**src/rtl/exc_pkg.sv**
```systemverilog
package exc_pkg;
  typedef enum logic [1:0] {
    TERR_MISS    = 2'd0,
    TERR_INVALID = 2'd1,
    TERR_MODIFY  = 2'd2,
    TERR_BADADDR = 2'd3
  } tlb_err_e;

  localparam logic [4:0] CODE_TLB_MOD  = 5'd1;
  localparam logic [4:0] CODE_TLB_LOAD = 5'd2;
  localparam logic [4:0] CODE_TLB_STOR = 5'd3;
  localparam logic [4:0] CODE_ADR_LOAD = 5'd4;
  localparam logic [4:0] CODE_ADR_STOR = 5'd5;

  localparam logic [11:0] OFS_REFILL_32 = 12'h000;
  localparam logic [11:0] OFS_REFILL_64 = 12'h080;
  localparam logic [11:0] OFS_GENERAL   = 12'h180;
endpackage

```
**src/rtl/exc_code_map.sv**
```systemverilog
module exc_code_map
  import exc_pkg::*;
(
  input  logic       tlb_fault,
  input  logic [1:0] tlb_err,
  input  logic       is_store,
  input  logic [4:0] exc_code,
  output logic [4:0] code,
  output logic       refill,
  output logic       err_invalid
);
  tlb_err_e err;
  assign err = tlb_err_e'(tlb_err);

  always_comb begin
    code        = exc_code;
    refill      = 1'b0;
    err_invalid = 1'b0;
    if (tlb_fault) begin
      unique case (err)
        TERR_MISS, TERR_INVALID: begin
          code        = is_store ? CODE_TLB_STOR : CODE_TLB_LOAD;
          refill      = 1'b1;
          err_invalid = (err == TERR_INVALID);
        end
        TERR_MODIFY:  code = CODE_TLB_MOD;
        TERR_BADADDR: code = is_store ? CODE_ADR_STOR : CODE_ADR_LOAD;
        default:      code = exc_code;
      endcase
    end
  end
endmodule

```
**src/rtl/exc_vector_sel.sv**
```systemverilog
module exc_vector_sel
  import exc_pkg::*;
#(
  parameter int XLEN = 64
) (
  input  logic            refill,
  input  logic            err_invalid,
  input  logic            old_exl,
  input  logic [1:0]      va_seg,
  input  logic            mode_ux,
  input  logic            mode_sx,
  input  logic            mode_kx,
  output logic [XLEN-1:0] vec
);
  localparam int EXT = XLEN - 32;
  localparam logic [XLEN-1:0] BASE = {{EXT{1'b1}}, 32'h8000_0000};

  logic       seg_wide;
  logic [11:0] ofs;

  always_comb begin
    unique case (va_seg)
      2'b00:   seg_wide = mode_ux;
      2'b01:   seg_wide = mode_sx;
      2'b11:   seg_wide = mode_kx;
      default: seg_wide = 1'b0;
    endcase
  end

  always_comb begin
    if (!refill || old_exl || err_invalid) ofs = OFS_GENERAL;
    else if (seg_wide)                     ofs = OFS_REFILL_64;
    else                                   ofs = OFS_REFILL_32;
  end

  assign vec = BASE | {{(XLEN-12){1'b0}}, ofs};
endmodule

```
**src/rtl/exc_fault_regs.sv**
```systemverilog
module exc_fault_regs #(
  parameter int XLEN    = 64,
  parameter int PG_LSB  = 13,
  parameter int CTX_MSB = 31,
  parameter int XCT_MSB = 39
) (
  input  logic                      clk,
  input  logic                      rst,
  input  logic                      load,
  input  logic [XLEN-1:0]           va,
  output logic [XLEN-1:0]           badvaddr,
  output logic [CTX_MSB-PG_LSB:0]   ctx_vpn2,
  output logic [XCT_MSB-PG_LSB:0]   xctx_vpn2,
  output logic [1:0]                xctx_r,
  output logic [XCT_MSB-PG_LSB:0]   ehi_vpn2,
  output logic [1:0]                ehi_r
);
  always_ff @(posedge clk) begin
    if (rst) begin
      badvaddr  <= '1;
      ctx_vpn2  <= '0;
      xctx_vpn2 <= '0;
      xctx_r    <= '0;
      ehi_vpn2  <= '0;
      ehi_r     <= '0;
    end else if (load) begin
      badvaddr  <= va;
      ctx_vpn2  <= va[CTX_MSB:PG_LSB];
      xctx_vpn2 <= va[XCT_MSB:PG_LSB];
      xctx_r    <= va[XLEN-1:XLEN-2];
      ehi_vpn2  <= va[XCT_MSB:PG_LSB];
      ehi_r     <= va[XLEN-1:XLEN-2];
    end
  end

  assert_addr_load_R9: assert property (@(posedge clk) disable iff (rst)
    load |=> (badvaddr == $past(va)) && (ehi_r == $past(va[XLEN-1:XLEN-2])));
  assert_addr_hold_R9: assert property (@(posedge clk) disable iff (rst)
    !load |=> $stable(badvaddr) && $stable(xctx_vpn2) && $stable(ctx_vpn2));
endmodule

```
**src/rtl/exc_entry.sv**
```systemverilog
module exc_entry
  import exc_pkg::*;
#(
  parameter int XLEN    = 64,
  parameter int PG_LSB  = 13,
  parameter int CTX_MSB = 31,
  parameter int XCT_MSB = 39
) (
  input  logic                    clk,
  input  logic                    rst,
  input  logic                    exc_req,
  input  logic [4:0]              exc_code,
  input  logic [1:0]              exc_cop,
  input  logic                    tlb_fault,
  input  logic [1:0]              tlb_err,
  input  logic                    is_store,
  input  logic [XLEN-1:0]         cur_pc,
  input  logic                    in_delay,
  input  logic [XLEN-1:0]         fault_va,
  input  logic                    mode_ux,
  input  logic                    mode_sx,
  input  logic                    mode_kx,
  input  logic                    bev,
  input  logic                    eret_req,
  output logic                    exl,
  output logic [XLEN-1:0]         epc,
  output logic                    cause_bd,
  output logic [4:0]              cause_code,
  output logic [1:0]              cause_ce,
  output logic [XLEN-1:0]         badvaddr,
  output logic [CTX_MSB-PG_LSB:0] ctx_vpn2,
  output logic [XCT_MSB-PG_LSB:0] xctx_vpn2,
  output logic [1:0]              xctx_r,
  output logic [XCT_MSB-PG_LSB:0] ehi_vpn2,
  output logic [1:0]              ehi_r,
  output logic [XLEN-1:0]         new_pc,
  output logic                    new_pc_valid,
  output logic                    bev_err
);
  localparam logic [XLEN-1:0] INSN_BYTES = XLEN'(4);

  logic            take;
  logic [4:0]      map_code;
  logic            refill;
  logic            err_invalid;
  logic [XLEN-1:0] vec;

  assign take = exc_req && !bev;

  exc_code_map u_map (
    .tlb_fault   (tlb_fault),
    .tlb_err     (tlb_err),
    .is_store    (is_store),
    .exc_code    (exc_code),
    .code        (map_code),
    .refill      (refill),
    .err_invalid (err_invalid)
  );

  exc_vector_sel #(.XLEN(XLEN)) u_vec (
    .refill      (refill),
    .err_invalid (err_invalid),
    .old_exl     (exl),
    .va_seg      (fault_va[XLEN-1:XLEN-2]),
    .mode_ux     (mode_ux),
    .mode_sx     (mode_sx),
    .mode_kx     (mode_kx),
    .vec         (vec)
  );

  exc_fault_regs #(
    .XLEN(XLEN), .PG_LSB(PG_LSB), .CTX_MSB(CTX_MSB), .XCT_MSB(XCT_MSB)
  ) u_addr (
    .clk       (clk),
    .rst       (rst),
    .load      (take && tlb_fault),
    .va        (fault_va),
    .badvaddr  (badvaddr),
    .ctx_vpn2  (ctx_vpn2),
    .xctx_vpn2 (xctx_vpn2),
    .xctx_r    (xctx_r),
    .ehi_vpn2  (ehi_vpn2),
    .ehi_r     (ehi_r)
  );

  always_ff @(posedge clk) begin
    if (rst) begin
      exl          <= 1'b0;
      epc          <= '1;
      cause_bd     <= 1'b0;
      cause_code   <= 5'h1F;
      cause_ce     <= 2'd0;
      new_pc       <= '0;
      new_pc_valid <= 1'b0;
      bev_err      <= 1'b0;
    end else begin
      new_pc_valid <= take;
      bev_err      <= exc_req && bev;
      if (take) begin
        if (!exl) begin
          exl      <= 1'b1;
          epc      <= in_delay ? (cur_pc - INSN_BYTES) : cur_pc;
          cause_bd <= in_delay;
        end
        cause_code <= map_code;
        cause_ce   <= exc_cop;
        new_pc     <= vec;
      end else if (eret_req) begin
        exl <= 1'b0;
      end
    end
  end

  assert_exl_set_R2: assert property (@(posedge clk) disable iff (rst)
    take |=> exl);
  assert_delay_epc_R3: assert property (@(posedge clk) disable iff (rst)
    (take && !exl && in_delay) |=> (epc == $past(cur_pc) - INSN_BYTES) && cause_bd);
  assert_nested_keep_R4: assert property (@(posedge clk) disable iff (rst)
    (take && exl) |=> $stable(epc) && $stable(cause_bd));
  assert_pc_pulse_R5: assert property (@(posedge clk) disable iff (rst)
    new_pc_valid |-> $past(take));
  assert_refill32_R7: assert property (@(posedge clk) disable iff (rst)
    (take && tlb_fault && (tlb_err == 2'd0) && !exl && (fault_va[XLEN-1:XLEN-2] == 2'b10))
    |=> (new_pc[11:0] == 12'h000));
  assert_bev_quiet_R10: assert property (@(posedge clk) disable iff (rst)
    (exc_req && bev) |=> !new_pc_valid && bev_err && $stable(exl) && $stable(epc));
  assert_eret_clear_R11: assert property (@(posedge clk) disable iff (rst)
    (eret_req && !exc_req) |=> !exl);
endmodule

```
**config.mk**
```make
export PLATFORM = sky130hd
export DESIGN_NAME = exc_entry
export DESIGN_NICKNAME = d
export VERILOG_FILES = /design/src/rtl/exc_pkg.sv /design/src/rtl/exc_code_map.sv /design/src/rtl/exc_vector_sel.sv /design/src/rtl/exc_fault_regs.sv /design/src/rtl/exc_entry.sv
export SDC_FILE = /design/constraint.sdc
export NUM_CORES = 1
export LEC_CHECK = 0
export BUFFER_PORTS_ARGS = -buffer_cell sky130_fd_sc_hd__buf_4
export CAP_MARGIN = 20
export CORE_AREA = 2 2 169 171
export CTS_CLUSTER_SIZE = 25
export DETAILED_ROUTE_END_ITERATION = 7
export DIE_AREA = 0 0 171 173
export PLACE_DENSITY = 0.53
export SLEW_MARGIN = 30
export SYNTH_ARGS = -nofsm -noshare
export SYNTH_HDL_FRONTEND = slang
export SYNTH_SLANG_ARGS = --single-unit
```
**constraint.sdc**
```tcl
create_clock -name clk -period 5.3 [get_ports clk]
set_input_delay 0.265 -clock clk [delete_from_list [all_inputs] [get_ports clk]]
set_output_delay 0.265 -clock clk [all_outputs]
set_load 0.05 [all_outputs]
```
==> run metrics, run 1 <==
cts bufs inserted=17; DIE AREA=29,600 sq um; DPL Wire Length=20,700 um; I/O pin cnt=428; Filler Cells Inserted=2,987; Pleak=4.78 nW; Root Driver=clkbuf_16; first-pass GRT wire length=41,800 um; CP endpoint kind=register; Max Slew Vio Count=0; GRT Total Usage=18.1%; #FFs+latches synth=171; WS Path Type=in2reg; list of most frequent post-synthesis cells=nand2_1 (193), dfxtp_1 (171), buf_4 (109); RSZ-0062 raised after global routing=no; vias per inst=4.54; share of layout cells above drive strength 1=35.8%; Critical Path RT=5.69 ns; Hold Violations, Final=0; core box area=27,600 sq um; Avg Inst Size Synth=8.04 sq um; mapped cell area=7850 sq um; outcome=completed; Cells after Synth=976; chip height=173 um; most frequent cell after synthesis=nand2_1; Slew headroom=39.2%; H-tree Lvls=4; CTS tree=built; minimum clock period=2.58 ns; max frequency=387 MHz; area delta synth->final=41.0%; area leader, netlist=dfxtp_1; maximum fanout along the worst path=18; setup TNS=0 ns; initial antenna violation count=0; crit share post-route=48.7%; Worst Path Arrival=2.97 ns; post-DR wirelength/cell=16.9 um; number of core rows=61; Reg clk slew, reported paths=0.08 ns; IR drop worst, VDD=149 uV; maxcap violations=0; via count=7,489; placer congestion estimate=0.855; postcts setup bufs=0; overall power=3.49 mW; WL final=28,000 um; Cell Pwr Density=316 nW/um^2; Residual DRC=0; Port-buffer cells=398; ranking of synthesized cells by area=dfxtp_1 (44%), buf_4 (10%), nand2_1 (9.2%); Main synth FF type=dfxtp_1; CP startpoint kind=input pin; chip width=171 um; Ant. Diodes=0; Worst Clk Skew=0.0181 ns; worst skew pair latency=0.44 ns; Distinct cells, synth=45; TritonCTS Sinks=171; Worst-Margin Slew=0.912 ns; final setup vio count=0; Max clock buf depth=2; sequential area share after synthesis=43.6%; vias in the first global route=7,014; Final nets=1,408; post_cts resized=0; grt total ovfl=0; cts hold-fix bufs=0; EDFF count, synth=0; ys async rst share=0%; maximum number of pins on one net before global-route repair=95; post-route ant nets=0; Iter 0 DRT Violations=413; DRT Pass-1 Iters=5; Hold Path Class=in2reg; initial core utilization=28.4%; Yosys top cell area share=43.6%; YS warnings=0
==> area by class of cell <==
cell class                      instances  area (sq um)  area share, %
Sequential cell                       171          3420           31.0
Clock buffer                           18           439           3.97
Inverter                                8          30.0          0.272
Tap cell                              378           473           4.28
Timing Repair Buffer                  404          3030           27.4
Multi-Input combinational cell        657          3500           31.7
Clock inverter                         14           156           1.41
==> where the power goes <==
| part | total, mW | leakage, nW | switching [mW] | internal, mW |
|---|---|---|---|---|
| clock | 1.27 | 0.283 | 0.624 | 0.647 |
| combinational | 0.826 | 3.09 | 0.573 | 0.253 |
| sequential | 1.40 | 1.40 | 0.0450 | 1.35 |
| total | 3.49 | 4.78 | 1.24 | 2.25 |
==> per-layer routing <==
| layer | vias up | global-route usage, % | wire (um) |
|---|---|---|---|
| met5 | - | 0 | 0 |
| met4 | 0 | 3.60 | 208 |
| met3 | 14 | 6.20 | 2440 |
| met2 | 275 | 31.0 | 13700 |
| met1 | 3462 | 21.8 | 11600 |
| li1 | 3738 | - | - |
==> worst paths after layout <==
kind	from	end	slack, ns	cells past startpoint
max reg2reg	exl	epc[49]	3.02	5
min reg2reg	cause_ce[0]	cause_ce[0]	0.46	2
max	cur_pc[20]	epc[31]	2.72	7
min	fault_va[6]	u_addr.badvaddr[6]	0.04	3
==> critical path, stage by stage <==
cell     delay (ns)
buf_4          0.13
nor4_1         0.50
nand4_1        0.50
or3_1          0.79
or4_1          0.50
a31oi_1        0.16
or2_2          0.12
==> kinds of logic (layout without fill, tap and decap cells) <==
group,after synthesis,after routing,share of synthesized area [%]
adder cells (fa/ha/maj),1,1,0.159
multiplexers,1,1,0.128
flip-flops,171,171,43.6
other,1,29,0.0478
buffers and inverters,176,444,13.7
AO/OA/AOI/OAI,150,150,11.4
AND/OR/NAND/NOR,432,432,26.1
XOR/XNOR,44,44,4.91
==> layout by cell type, fill, tap and decap left out, drive strengths merged, types with 6 or more instances in the layout <==
master | Yosys | layout
clkbuf | 46 | 18
inv | 8 | 15
or3 | 9 | 9
conb | 1 | 29
nand2 | 193 | 193
or4 | 9 | 9
nor2 | 76 | 76
xnor2 | 25 | 25
nor4 | 29 | 29
nand3 | 19 | 19
a21oi | 94 | 94
nand2b | 8 | 8
dfxtp | 171 | 171
or2 | 6 | 6
o21ai | 9 | 9
o211ai | 8 | 8
buf | 122 | 404
nand3b | 26 | 26
nor3 | 33 | 33
xor2 | 19 | 19
nand4 | 9 | 9
a211o | 16 | 16
==> registers in the layout, indices dropped and copies added, names as in the netlist <==
name	flops
bev_err	1
cause_bd	1
cause_ce	2
cause_code	5
epc	64
exl	1
new_pc	3
new_pc_valid	1
u_addr.badvaddr	64
u_addr.ehi_r	2
u_addr.ehi_vpn2	27
==> through the flow <==
stage                     setup slack (ns)  util [%]  hold slack (ns)  area [sq um]  instances
after floorplan                       2.79         -            0.379          7950       1004
after global placement                2.25      37.8            0.446         10400       1618
after detailed placement              2.33      37.8            0.450         10500       1618
after CTS                             2.80      40.0           0.0101         11100       1650
after global routing                  2.59      40.0           0.0253         11100       1650
final                                 2.72      40.0           0.0373         11100       1650
(Power assumes the default switching activity.)
==> inputs of run 2 (changes only) <==
--- a/config.mk
+++ b/config.mk
@@ -5,13 +5,14 @@
 export SDC_FILE = /design/constraint.sdc
 export NUM_CORES = 1
 export LEC_CHECK = 0
+export ABC_AREA = 1
 export BUFFER_PORTS_ARGS = -buffer_cell sky130_fd_sc_hd__buf_4
 export CAP_MARGIN = 20
-export CORE_AREA = 2 2 169 171
+export CORE_AREA = 2 2 166 168
 export CTS_CLUSTER_SIZE = 25
 export DETAILED_ROUTE_END_ITERATION = 7
-export DIE_AREA = 0 0 171 173
-export PLACE_DENSITY = 0.53
+export DIE_AREA = 0 0 168 170
+export PLACE_DENSITY = 0.58
 export SLEW_MARGIN = 30
 export SYNTH_ARGS = -nofsm -noshare
 export SYNTH_HDL_FRONTEND = slang
==> constraint.sdc (replaced) <==
create_clock -name clk -period 2.4 [get_ports clk]
set_input_delay 0.12 -clock clk [delete_from_list [all_inputs] [get_ports clk]]
set_output_delay 0.12 -clock clk [all_outputs]
set_load 0.05 [all_outputs]
==> run 2 against run 1 <==
  * Clock power grew 110%
  * Synthesized cell count rose by 29%
  * Hold slack worse by 0.024 ns
  * Critical path depth is 3 higher
  * Count of clock-buffer cells in the layout decreased by 1
  * Non-clock buffer count grew 113
  * Register-to-register slack got worse by 2.3 ns
  * Global-route usage grew 4.5 points
  * Via count is 26% higher
  * Synthesized area up 11%
  * Flip-flop and latch count did not move
  * Critical path type unchanged
  * Critical endpoint is now cause_code[2]
  * Largest cell class is now buffers
  * Largest power group unchanged
==> run metrics, run 2 <==
vias in the first global route=8,873 (was 7,014); DRT Pass-1 Iters=5 (unchanged); chip width=168 um (was 171 um); Finished Layout Cells=2,015 (was 1,650); tightest hold margin=0.0134 ns (was 0.0373 ns); Critical Path Source=exc_req (was cur_pc[20]); design area=13,000 sq um (was 11,100 sq um); final core utilization=48.6% (was 40.0%); #FFs+latches synth=171 (unchanged); final setup vio count=0 (unchanged); crit share post-route=90.2%; Slew headroom=39.0% (was 39.2%); ranking of synthesized cells by area=dfxtp_1 (39%), nand2_1 (16%), buf_4 (9.8%) (was dfxtp_1 (44%), buf_4 (10%), nand2_1 (9.2%)); via count=9,434 (was 7,489); vias per inst=4.68 (was 4.54); maximum fanout along the worst path=63 (was 18); H-tree Lvls=4 (unchanged); RSZ-0062 raised after global routing=no (unchanged); grt total ovfl=0 (unchanged); Worst Path Arrival=2.54 ns (was 2.97 ns); CP Cell Sequence=dlygate4sd3_1, buf_4, inv_1, nor2_4, inv_2, nor2_4, buf_12, a32oi_1, dlygate4sd3_1, nand2_1 (was buf_4, nor4_1, nand4_1, or3_1, or4_1, a31oi_1, or2_2); CP top delay family=buffers and inverters (was simple AND/OR/NAND/NOR gates); commonest non-fill, non-tap cells in the layout=buf_4 (405), nand2_1 (367), dfxtp_1 (171) (was buf_4 (404), nand2_1 (192), dfxtp_1 (170)); maximum number of pins on one net before global-route repair=97 (was 95); Iter 0 DRT Violations=605 (was 413); cts hold-fix bufs=107 (was 0); list of most frequent post-synthesis cells=nand2_1 (367), dfxtp_1 (171), nor2_1 (132) (was nand2_1 (193), dfxtp_1 (171), buf_4 (109)); ys async rst share=0% (unchanged); Residual DRC=0 (unchanged); Distinct cells, synth=41 (was 45); Pleak=6.01 nW (was 4.78 nW); commonest non-fill, non-tap cell in the layout=buf_4 (unchanged); Main synth FF type=dfxtp_1 (unchanged); TritonCTS Sinks=171 (unchanged); chip height=170 um (was 173 um); crit path buf inv count=6 (was 1); outcome=completed (unchanged); Reg2Reg Setup Slack=0.77 ns (was 3.02 ns); cts bufs inserted=17 (unchanged); reg2reg start=exl (unchanged); mapped cell area=8680 sq um (was 7850 sq um); max frequency=462 MHz; placer congestion estimate=0.907 (was 0.855); Reg clk slew, reported paths=0.08 ns (about the same); post-DR wirelength/cell=16.6 um (was 16.9 um); WS Path Type=in2reg (unchanged); DIE AREA=28,600 sq um (was 29,600 sq um); Cell Pwr Density=619 nW/um^2 (was 316 nW/um^2); EDFF count, synth=0 (unchanged); Port-buffer cells=398 (unchanged); post-route ant nets=0 (unchanged); number of core rows=60 (was 61); Hold Startpoint=cur_pc[22] (was fault_va[6]); final setup margin=0.234 ns (was 2.72 ns); setup TNS=0 ns (unchanged); Max clock buf depth=2 (unchanged); YS warnings=0 (unchanged); Root Driver=clkbuf_16 (unchanged); Final nets=1,810 (was 1,408); Critical Path RT=2.77 ns (was 5.69 ns); top flop regs=epc: 64 flops, u_addr.badvaddr: 64 flops, u_addr.ehi_vpn2: 27 flops (unchanged); Yosys top cell area share=39.4% (was 43.6%); CP startpoint kind=input pin (unchanged); Hold Path Class=in2reg (unchanged); CP endpoint kind=register (unchanged); Max Slew Vio Count=0 (unchanged); hold depth=3 (unchanged); Hold Path Sink=epc[22] (was u_addr.badvaddr[6]); Hold Violations, Final=0 (unchanged); Worst-Margin Slew=0.916 ns (was 0.912 ns); area leader, netlist=dfxtp_1 (unchanged); DPL Wire Length=25,100 um (was 20,700 um); WL final=33,500 um (was 28,000 um); IR drop worst, VDD=395 uV (was 149 uV); core box area=26,700 sq um (was 27,600 sq um); slowest CP cell=dlygate4sd3_1 (was or3_1); RR Endpoint=epc[24] (was epc[49]); Cells after Synth=1,258 (was 976); pre-CTS setup slack=0.722 ns (was 2.33 ns); minimum clock period=2.17 ns; initial antenna violation count=1 (was 0); most frequent cell after synthesis=nand2_1 (unchanged); placed cells=1,876 (was 1,618); I/O pin cnt=428 (unchanged); post_cts resized=0 (unchanged); share of layout cells above drive strength 1=29.4% (was 35.8%); GRT Total Usage=22.5% (was 18.1%); Worst Clk Skew=0.0132 ns (was 0.0181 ns); area delta synth->final=49.2% (was 41.0%); sequential area share after synthesis=39.4% (was 43.6%); CTS tree=built (unchanged); first-pass GRT wire length=50,100 um (was 41,800 um); DP Area=11,300 sq um (was 10,500 sq um); postcts setup bufs=0 (unchanged); worst skew pair latency=0.43 ns (was 0.44 ns); overall power=8.01 mW (was 3.49 mW); Avg Inst Size Synth=6.90 sq um (was 8.04 sq um); maxcap violations=0 (unchanged); Largest stage delay, worst path=0.58 ns (was 0.79 ns); initial core utilization=32.6% (was 28.4%); reg2reg path depth=6 (was 5)
[run 2: report_power, final]
part | switching (mW) | internal (mW) | total (mW)
clock network | 1.34 | 1.39 | 2.73
logic | 1.47 | 0.712 | 2.18
registers | 0.101 | 3.00 | 3.10
[run 2: layout make-up]
class	instances	area [sq um]
well taps	341	427
clock buffers	17	425
clock inverters	14	154
repair buffers	517	4210
flip-flops and latches	171	3420
inverters	65	248
fillers	2709	13700
diodes	1	2.50
multi-input cells	889	4060
[run 2: worst register-to-register path, cell delays in order, from the launching register on]
cell and delay [ns]:
dfxtp_1 0.33, inv_1 0.06, nand2_2 0.07, buf_4 0.70, a21oi_1 0.12, o21ai_0 0.16
nand2_1 0.08
[run 2: logic make-up (layout without fill, tap and decap cells)]
logic type,count (synthesis),in the layout,share of synthesized area [%]
other,1,30,0.0432
adders and majority gates,1,1,0.144
AOI/OAI and AO/OA,166,166,9.81
buffers and inverters,226,613,15.1
DFF,171,171,39.4
xor gates and xnor gates,3,3,0.303
and+or+nand+nor,690,690,35.2
[run 2: metal layers]
| layer | global-route usage [%] | wire length [um] | part of all wire (%) |
|---|---|---|---|
| met1 | 27.5 | 14000 | 42 |
| met2 | 39.8 | 16600 | 50 |
| met3 | 4.88 | 2130 | 6.4 |
| met4 | 6.39 | 784 | 2.3 |
| met5 | 0 | 0 | 0 |
[run 2: worst max-delay path by stage]
stage	end	slack, ns	cells past startpoint
3_5_place_dp	epc[58]	0.72	12
3_3_place_gp	epc[22]	0.75	12
6_report	cause_code[2]	0.23	10
2_1_floorplan	new_pc[32]	0.80	1
5_1_grt	cause_code[2]	0.13	10
4_1_cts	cause_code[2]	0.26	10
==> inputs of run 3 (changes only) <==
--- a/config.mk
+++ b/config.mk
@@ -8,12 +8,14 @@
 export ABC_AREA = 1
 export BUFFER_PORTS_ARGS = -buffer_cell sky130_fd_sc_hd__buf_4
 export CAP_MARGIN = 20
-export CORE_AREA = 2 2 166 168
+export CELL_PAD_IN_SITES_DETAIL_PLACEMENT = 1
+export CELL_PAD_IN_SITES_GLOBAL_PLACEMENT = 1
+export CORE_AREA = 2 2 171 173
 export CTS_CLUSTER_SIZE = 25
 export DETAILED_ROUTE_END_ITERATION = 7
-export DIE_AREA = 0 0 168 170
-export PLACE_DENSITY = 0.58
-export SLEW_MARGIN = 30
+export DIE_AREA = 0 0 173 175
+export PLACE_DENSITY = 0.77
+export SLEW_MARGIN = 20
 export SYNTH_ARGS = -nofsm -noshare
 export SYNTH_HDL_FRONTEND = slang
 export SYNTH_SLANG_ARGS = --single-unit
==> run 3 against run 2 <==
  * Total power is 2.1% higher
  * Via count is 3.8% higher
  * Sequential share of layout area is 0.16 points lower
  * Clock skew is 0.0039 ns lower
  * Largest power group unchanged
  * Utilization is 2.7 points lower
  * Critical path depth stayed put
  * First-iteration DRC count is 16% lower
  * Worst setup slack better by 0.011 ns
  * Critical path type unchanged
  * Final area is 0.60% higher
==> run metrics, run 3 (synthesized netlist as in run 2, its figures left out) <==
CTS tree=built (unchanged); placed cells=1,918 (was 1,876); design area=13,000 sq um (about the same); TritonCTS Sinks=171 (unchanged); maximum fanout along the worst path=44 (was 63); vias per inst=4.75 (was 4.68); Global Route met2 Usage=44.4% (was 39.8%); worst skew pair latency=0.43 ns (about the same); GRT met1 Usage=28.5% (was 27.5%); setup TNS=0 ns (unchanged); initial antenna violation count=2 (was 1); core box area=28,400 sq um (was 26,700 sq um); area delta synth->final=50.1% (was 49.2%); WS Path Type=in2reg (unchanged); Reg2Reg Setup Slack=1.02 ns (was 0.77 ns); number of core rows=62 (was 60); Max clock buf depth=2 (unchanged); grt total ovfl=0 (unchanged); pre-CTS setup slack=0.678 ns (was 0.722 ns); Root Driver=clkbuf_16 (unchanged); DP Area=11,300 sq um (about the same); WL final=38,500 um (was 33,500 um); met3 usage=5.48% (was 4.88%); outcome=completed (unchanged); DRT Pass-1 Iters=5 (unchanged); commonest non-fill, non-tap cell in the layout=buf_4 (unchanged); Hold Startpoint=tlb_err[0] (was cur_pc[22]); Residual DRC=0 (unchanged); overall power=8.18 mW (was 8.01 mW); Worst Clk Skew=0.00932 ns (was 0.0132 ns); Reg clk slew, reported paths=0.07 ns (was 0.08 ns); CP startpoint kind=input pin (unchanged); DIE AREA=30,300 sq um (was 28,600 sq um); Cell Pwr Density=627 nW/um^2 (was 619 nW/um^2); initial core utilization=30.6% (was 32.6%); Critical Path RT=2.78 ns (was 2.77 ns); chip height=175 um (was 170 um); Max Slew Vio Count=0 (unchanged); postcts setup bufs=0 (unchanged); commonest non-fill, non-tap cells in the layout=buf_4 (406), nand2_1 (367), dfxtp_1 (171) (was buf_4 (405), nand2_1 (367), dfxtp_1 (171)); DPL Wire Length=27,500 um (was 25,100 um); Hold Path Class=in2reg (unchanged); Slew headroom=62.9% (was 39.0%); reg2reg start=exl (unchanged); placer congestion estimate=0.933 (was 0.907); Final nets=1,814 (was 1,810); final setup margin=0.245 ns (was 0.234 ns); maximum number of pins on one net before global-route repair=97 (unchanged); minimum clock period=2.15 ns (was 2.17 ns); post-DR wirelength/cell=18.7 um (was 16.6 um); Finished Layout Cells=2,063 (was 2,015); Port-buffer cells=398 (unchanged); H-tree Lvls=4 (unchanged); share of layout cells above drive strength 1=29.3% (was 29.4%); CP endpoint kind=register (unchanged); Hold Violations, Final=0 (unchanged); crit share post-route=89.8% (was 90.2%); chip width=173 um (was 168 um); via count=9,797 (was 9,434); first-pass GRT wire length=58,600 um (was 50,100 um); hold depth=3 (unchanged); cts bufs inserted=17 (unchanged); final setup vio count=0 (unchanged); I/O pin cnt=428 (unchanged); RSZ-0062 raised after global routing=no (unchanged); RR Endpoint=cause_bd (was epc[24]); reg2reg path depth=6 (unchanged); grt peak-use layer=met2 (unchanged); top flop regs=epc: 64 flops, u_addr.badvaddr: 64 flops, u_addr.ehi_vpn2: 27 flops (unchanged); Worst-Margin Slew=0.557 ns (was 0.916 ns); Iter 0 DRT Violations=506 (was 605); Hold Path Sink=new_pc[8] (was epc[22]); Pleak=6.01 nW (about the same); max frequency=464 MHz (was 462 MHz); post-route ant nets=0 (unchanged); GRT Total Usage=24.7% (was 22.5%); IR drop worst, VDD=389 uV (was 395 uV); maxcap violations=0 (unchanged); vias in the first global route=10,064 (was 8,873); Worst Path Arrival=2.53 ns (was 2.54 ns)
## run 3: cell types whose count changed in the layout (fill, tap and decap cells not counted)
cell | previous run | this run
bufinv_16 | 0 | 2
buf_12 | 5 | 2
clkbuf_8 | 0 | 2
dlygate4sd3_1 | 107 | 112
buf_6 | 0 | 1
clkinv_4 | 4 | 2
diode_2 | 1 | 2
buf_4 | 405 | 406
inv_6 | 2 | 3
clkinv_2 | 1 | 2
clkinvlp_4 | 1 | 4
clkinv_8 | 3 | 0
inv_8 | 4 | 0
## run 3: worst max path at each step
| stage | start | endpoint | slack [ns] | depth (start not counted) |
|---|---|---|---|---|
| after floorplan | new_pc[31] | new_pc[32] | 0.80 | 1 |
| after global placement | bev | u_addr.ehi_r[1] | 0.72 | 7 |
| after detailed placement | bev | u_addr.ehi_r[1] | 0.68 | 7 |
| after CTS | exc_req | cause_code[2] | 0.14 | 10 |
| after global routing | exc_req | cause_code[2] | 0.11 | 10 |
| final | exc_req | cause_code[2] | 0.25 | 10 |
## run 3: final cells by class
cell class	count	area, sq um
Multi-Input combinational cell	889	4060
Timing Repair Buffer	521	4220
Sequential cell	171	3420
Clock inverter	12	139
Antenna cell	2	5.00
Clock buffer	19	453
Fill cell	3548	15400
Inverter	65	248
Tap cell	384	480
## run 3: repair_timing
item                       in CTS  in global routing
gates resized for setup         0                  1
hold buffers                  112                  0
hold endpoints to repair      135                  0
setup endpoints to repair       0                  1
## run 3: per-stage QoR
step                      hold slack [ns]  util [%]
after global placement              0.322      39.8
after detailed placement            0.321      39.8
after floorplan                     0.225         -
after global routing               0.0250      45.9
final                              0.0149      45.9
after CTS                        0.000154      45.9
## run 3: metal layers
metal | part of all wire, % | routed length [um]
met1 | 40 | 15400
met2 | 51 | 19500
met3 | 5.6 | 2140
met4 | 3.8 | 1480
met5 | 0 | 0
## run 3: worst max-delay path, cell delays in order
cell and delay [ns]:
dlygate4sd3_1 0.53, buf_4 0.11, inv_1 0.06, nor2_4 0.24
inv_2 0.19, nor2_4 0.15, buf_6 0.33, a32oi_1 0.15
dlygate4sd3_1 0.58, nand2_1 0.05
## run 3: where the power goes
group / internal (mW) / switching, mW
Clock: 1.60 / 1.25
Combinational: 0.711 / 1.51
Sequential: 3.00 / 0.107
